==> config.mk <==
export PLATFORM = sky130hd
export DESIGN_NAME = dual_down_timer
export DESIGN_NICKNAME = d
export VERILOG_FILES = /design/src/rtl/dual_down_timer.sv
export SDC_FILE = /design/constraint.sdc
export NUM_CORES = 1
export LEC_CHECK = 0
export BUFFER_PORTS_ARGS = -buffer_cell sky130_fd_sc_hd__buf_2
export CORE_MARGIN = 5
export CORE_UTILIZATION = 60
export CTS_CLUSTER_SIZE = 25
export DETAILED_ROUTE_END_ITERATION = 10
export MAX_ROUTING_LAYER = met4
export PLACE_DENSITY = 0.8
export SETUP_SLACK_MARGIN = 0.05
export SYNTH_ARGS = -nofsm -noshare
export SYNTH_HDL_FRONTEND = slang
export SYNTH_SLANG_ARGS = --single-unit
==> constraint.sdc <==
create_clock -name clk -period 4.1 [get_ports clk]
set_clock_uncertainty 0.15 [all_clocks]
set_input_delay 0.205 -clock clk [delete_from_list [all_inputs] [get_ports clk]]
set_output_delay 0.205 -clock clk [all_outputs]
set_load 0.1 [all_outputs]
==> src/rtl/dual_down_timer.sv <==
module dual_down_timer #(
  parameter int DW = 32,
  parameter int NT = 2,
  parameter int AW = 8
) (
  input  logic          clk,
  input  logic          rst_n,
  input  logic          wr_en,
  input  logic          rd_en,
  input  logic [AW-1:0] addr,
  input  logic [DW-1:0] wdata,
  output logic [DW-1:0] rdata,
  output logic [NT-1:0] irq
);
  localparam int REGS = 6;
  localparam int WW   = AW - 2;

  logic [WW-1:0] word;
  logic [1:0]    unused_lsb;
  assign word       = addr[AW-1:2];
  assign unused_lsb = addr[1:0];

  logic [DW-1:0] cnt  [NT];
  logic [DW-1:0] ld   [NT];
  logic [DW-1:0] bg   [NT];
  logic [2:0]    ctl  [NT];
  logic          ris  [NT];
  logic          spent[NT];
  logic [DW-1:0] rv   [NT];

  for (genvar i = 0; i < NT; i++) begin : g_tmr
    localparam logic [WW-1:0] B_VAL = WW'(REGS*i + 0);
    localparam logic [WW-1:0] B_LD  = WW'(REGS*i + 1);
    localparam logic [WW-1:0] B_BG  = WW'(REGS*i + 2);
    localparam logic [WW-1:0] B_CTL = WW'(REGS*i + 3);
    localparam logic [WW-1:0] B_RIS = WW'(REGS*i + 4);
    localparam logic [WW-1:0] B_MIS = WW'(REGS*i + 5);

    logic w_ld, w_bg, w_ctl, w_ris;
    assign w_ld  = wr_en && word == B_LD;
    assign w_bg  = wr_en && word == B_BG;
    assign w_ctl = wr_en && word == B_CTL;
    assign w_ris = wr_en && word == B_RIS;

    assign irq[i] = ris[i] & ctl[i][2];

    always_ff @(posedge clk or negedge rst_n) begin
      if (!rst_n) begin
        cnt[i]   <= '0;
        ld[i]    <= '0;
        bg[i]    <= '0;
        ctl[i]   <= '0;
        ris[i]   <= 1'b0;
        spent[i] <= 1'b0;
      end else begin
        if (w_ris && wdata[0]) ris[i] <= 1'b0;
        if (w_ctl) begin
          ctl[i] <= wdata[2:0];
          if (wdata[0]) begin
            cnt[i]   <= ld[i];
            spent[i] <= 1'b0;
          end
        end else if (w_ld) begin
          ld[i] <= wdata;
          if (ctl[i][0]) begin
            cnt[i]   <= wdata;
            spent[i] <= 1'b0;
          end
        end else begin
          if (w_bg) begin
            bg[i] <= wdata;
            ld[i] <= wdata;
          end
          if (ctl[i][0]) begin
            if (cnt[i] == '0) begin
              if (!spent[i]) ris[i] <= 1'b1;
              if (!ctl[i][1]) cnt[i] <= ld[i];
              else            spent[i] <= 1'b1;
            end else begin
              cnt[i] <= cnt[i] - 1'b1;
            end
          end
        end
      end
    end

    always_comb begin
      rv[i] = '0;
      if (rd_en) begin
        case (word)
          B_VAL:   rv[i] = cnt[i];
          B_LD:    rv[i] = ld[i];
          B_BG:    rv[i] = bg[i];
          B_CTL:   rv[i] = DW'(ctl[i]);
          B_RIS:   rv[i] = DW'(ris[i]);
          B_MIS:   rv[i] = DW'(irq[i]);
          default: rv[i] = '0;
        endcase
      end
    end
  end

  always_comb begin
    rdata = '0;
    for (int i = 0; i < NT; i++) rdata = rdata | rv[i];
  end
endmodule

Yosys cells after proc, flatten, opt, wreduce, memory -nomap -nowiden
Index checks and enable logic that the tools add are counted.
Storage, ports and cells
  bits in latches: 0
  output and inout port bits: 34
  flip-flop bits (word level): 202
  bits in read-only memories: 0
  memories: 0
  RAM bits: 0
Cells by class
  multiplexer cells: 47
  shift operators: 0
  bitwise operators: 7
  equality and inequality tests: 15
  $mul: 0
  $lt $le $gt $ge: 0
  add/sub/neg operators: 2
  divide/modulo/power cells: 0
  reductions and logical operators: 29
Operators by type and width (number)
  $mux 32: 20
  $pmux 32 s6: 2
  $logic_not 32->1: 2
  $sub 32x1->32 const B: 2
  $or 32x32->32: 1
  $mux 1: 25
  $eq 6x3->1 const B: 4
  $eq 6x4->1 const B: 4
  $eq 6x2->1 const B: 2
  $reduce_and 3->1: 4
  $reduce_bool 3->1: 4
  $logic_and 1x1->1: 10
  $ne 4x4->1 const B: 2
  $reduce_and 4->1: 2
  $reduce_bool 2->1: 4
  $eq 6x1->1 const B: 1
  $logic_not 6->1: 1
  $ne 2x2->1 const B: 2
  $not 1->1: 4
  $reduce_and 2->1: 2
  $and 1x1->1: 2

Logic depth before layout (Yosys ltp)
  depth in word-level cells: 9
  gate-level depth with buffers: 10
  depth with buffers taken out: 8

Worst setup path after synthesis
OpenSTA, ideal clock, no wires.
  kind: input-to-output
  start: input addr[5]
  end: output rdata[1]
  arrival time: 3404 ps
  stages on the path: 7
  slack: 341 ps
  cells stage by stage: or4_1 clkbuf_1 nor2_1 clkbuf_1 clkbuf_1 a22oi_1 a41oi_1
On the way
  longest elaborated chain between the ends: 4
  elaborated cells between the ends (all ways): 17
Ends and longest elaborated chain
  start: declaration: RTL line 10  | input logic [AW-1:0] addr,
  $eq 6x3->1, or another cell as far along: RTL line 90  | case (word)
  $pmux 32 s6: RTL line 90
  $mux 32: RTL line 89  | if (rd_en) begin
  $or 32x32->32 *: RTL line 105  | for (int i = 0; i < NT; i++) rdata = rdata | rv[i];
  end: declaration: RTL line 12  | output logic [DW-1:0] rdata,
Mark *: on every way between the ends. The rest lies on a longest branch, timed or not.

Worst setup path after layout
  start: input addr[3]
  end: output rdata[14]
The elaborated chain is that of the path after synthesis.

==> impl_results.md <==
- Max Fanout on Critical Path: 32
- Relative slew slack: between 15 and 20%
- Xor/xnor share of the synthesized area: under 10%
- Overall power: between 6000 and 7000 µW
- Async SR Flop Fraction: 100%
- Die width: ~150 µm
- Gr usage total: a little under two fifths
- Post-Syn Area: 0.0116 mm²
- Clk pwr share: 32.7%
- Worst-path cell chain: dlygate4sd3_1 -> buf_2 -> nand2b_1 -> nor2_2 -> buf_12 -> a22oi_1 -> a31oi_1 -> buf_2
- Layout cell share with drive strength beyond 1: between 20% and 30%
- Comb power frac: between 20% and 30%
- Area after DPL: 0.0123 mm²
- Crit Path Class: in -> out
- Distinct cells, synth: 76
- Main synth FF type: dfrtp_1
- Seq/Total Area, Yosys: between 40 and 50%
- Layout Cells excl Fill: around 1,500
- Largest family of logic cells by synthesized area: compound AO/OA/AOI/OAI gates
- Switch share: around 34%
- Final HPWL DP: around 28,000 µm
- Worst setup path start: addr[3]
- H-tree Lvls: 1
- Compound-gate portion of the synthesized area: a little under a quarter
- Mux cell area share after synthesis: 12.7%
- CP endpoint: rdata[14]
- Crit path largest cell delay: 0.54 ns
- FF-to-FF End: cnt[53]
- Most used cell, CP: buf_2
- Post-CTS Resized: 0
- Static leakage: 0.00558 µW
- Final instance area: around 0.013 mm²
- Crit path depth: 8
- Fmax: about 300 MHz
- Fin. Hold Viols: 0
- Pwr/cell area: between 500 and 600 mW/mm²
- Tightest Hold Check Type: in -> reg
- P_sw: ~2300 µW
- Synth Area in Simple Gates: between 10 and 15%
- Number of hold buffers added after CTS: 34
- Crit end category: primary output
- Mapped Avg Cell Area: between 10 and 15 µm²
- Worst setup SP type: input pin
- Via/cell ratio: approximately 7.2
- DR iter-0 viols: around 1,500
- Outcome: finished, final reports clean
- TritonCTS Sinks: roughly 200
- DRC: 0
- CP top delay family: buffers and inverters
- CTS Buf Count: 24
- Worst reg2reg setup slack: 0.81 ns
- Row cnt: 50
- Pin count of the biggest net entering global routing: 85
- Clock tree buffer depth: 3
- Clock-pin slew on the worst setup and hold paths: roughly 0.06 ns
- Initial Util: between 60% and 70%
- Final min period: between 3 and 4 ns
- Worst R2R Path Depth: 8
- Routed Antenna Nets: 0
- Core Footprint: 0.0189 mm²
- Flops & latches, synth: around 200
- Crit path buf inv count: 4
- Synth Net Count: 1,201
- CTS root buf: clkbuf_16
- Total negative setup slack: 0 ns
- EDFF count, synth: 0
- Worst IR Drop VDD: 370 µV
- Cells after Synth: approximately 1,200
- IO Pins: slightly below 80
- Critical R2R Launch: cnt[32]
- Crit path arrival time: around 3 ns
- CTS tree: done
- RePlAce Congestion: 1.04
- Number of max-cap violations: 0
- Synthesis Warnings: 0
- Antenna diodes: 0
- Die area: 0.0222 mm²
- Height of the chip: ~150 µm
- RSZ-0062 raised after global routing: no
- Fin. max-slew vios: 0
- Avg WL per Cell: ~27 µm
- Tcrit/Tclk final: between 80% and 90%
- Design internal power: approximately 4500 µW
- GRT Residual Overflow: 0
- I/O Buffers: between 70 and 80
- First-pass DRT Iterations: 7
- Worst Path Required: about 3.7 ns
- Crit path max-delay cell type: dlygate4sd3_1
- Vias in the first global route: 10,800
- Vias post-DR: 10,900
- Total Wirelength: about 40,000 µm
- Nets@finish: between 1,000 and 1,500
- Reg power frac: between 40% and 50%
- Placed Cells: 1,438
- Adder-Cell Fraction of Synth Area: less than 1%
- Post-CTS Setup Bufs: 0
- Antenna violations before repair: 0
- Area Overhead vs Synth: 16.1%
- Clk_lat worst skew: 0.52 ns
- # setup viols final: 0
- Worst-margin pin slew: around 1.2 ns
- First-pass GRT wire length: about 63,000 µm
## sequential cells by signal (all words and copies together), names as in the netlist
signal	cells
ris	2
cnt	64
bg	64
spent	2
ctl	6
ld	64
## power groups by stage
stage          clock [µW]  sequential [µW]  combinational [µW]
2_1_floorplan           0             2710                1300
3_3_place_gp            0             2960                1490
3_5_place_dp            0             2980                1550
4_1_cts              2230             2950                1580
5_1_grt              2320             3010                1750
6_report             2220             2970                1610
## stage by stage
step	util (%)	setup WS (ns)	hold WS [ns]
6_report	71.2	0.746	0.0288
2_1_floorplan	-	0.341	-0.241
4_1_cts	71.2	0.843	0.00318
3_5_place_dp	65.1	0.928	0.144
3_3_place_gp	65.1	0.982	0.140
5_1_grt	71.2	0.687	0.0618
## synth_stat cells, drive strengths merged, types with 13 or more instances
cell	instances	area (µm²)
dfrtp	202	5050
mux2	129	1450
a22oi	109	818
nand2	72	270
o21ai	62	325
clkbuf	59	221
nor2	58	223
a21oi	50	250
a31oi	44	275
nor3	33	180
buf	31	168
nor4	30	258
nand3	25	125
inv	16	60.1
a222oi	13	130
## final cells by class
class | instances | area, µm²
clock buffers | 33 | 706
clock inverters | 8 | 115
fillers | 1432 | 5440
inverters | 16 | 60.1
multi-input cells | 845 | 6130
flip-flops and latches | 202 | 5050
well taps | 260 | 325
repair buffers | 149 | 1060
## cell usage in the layout (no fill, tap or decap), types with 7 or more instances in the layout
master           n
a21oi_1         50
a221oi_1         7
a222oi_1        13
a22o_1           8
a22oi_1        109
a2bb2oi_1       12
a31oi_1         43
and2_1           9
and3_1           8
buf_2           74
buf_4           37
clkbuf_16       25
dfrtp_1        202
dlygate4sd3_1   34
inv_1           15
mux2_2         126
nand2_1         72
nand3_1         25
nand4_1         10
nor2_1          52
nor3_1          27
nor4_1          23
o211ai_1         9
o21ai_0         53
o22ai_1         12
o2bb2ai_1       11
o31ai_1         10
or3_1           12
or4_1           10
xnor2_1          9
xor2_1          11
## worst min-delay path, stage by stage
cell and delay [ns]:
buf_2 0.24, o41ai_1 0.13, o21ai_0 0.08
## logic make-up (layout without fill, tap and decap cells)
family | after synthesis | in the layout
fa+ha+maj | 4 | 4
simple gates | 301 | 301
compound gates | 389 | 389
mux | 131 | 131
flops | 202 | 202
buf+inv | 106 | 206
xor+xnor | 20 | 20
## worst min-delay path by stage
stage	startpoint	endpoint	slack, ns	cells after the start
2_1_floorplan	rst_n	bg[0]	-0.24	0
3_3_place_gp	rst_n	ld[36]	0.14	1
3_5_place_dp	rst_n	ld[36]	0.14	1
4_1_cts	addr[2]	ris[1]	0.003	3
5_1_grt	addr[2]	ris[1]	0.06	3
6_report	addr[2]	ris[1]	0.03	3
## metal layers
metal / GRT usage (%) / vias up / routed length, µm
met4: 18.9 / 0 / 2410
met1: 49.5 / 5346 / 15400
met5: - / - / 0
met3: 6.96 / 160 / 4550
met2: 56.5 / 767 / 18600
li1: - / 4662 / -
Power figures use the tool's default switching activity.
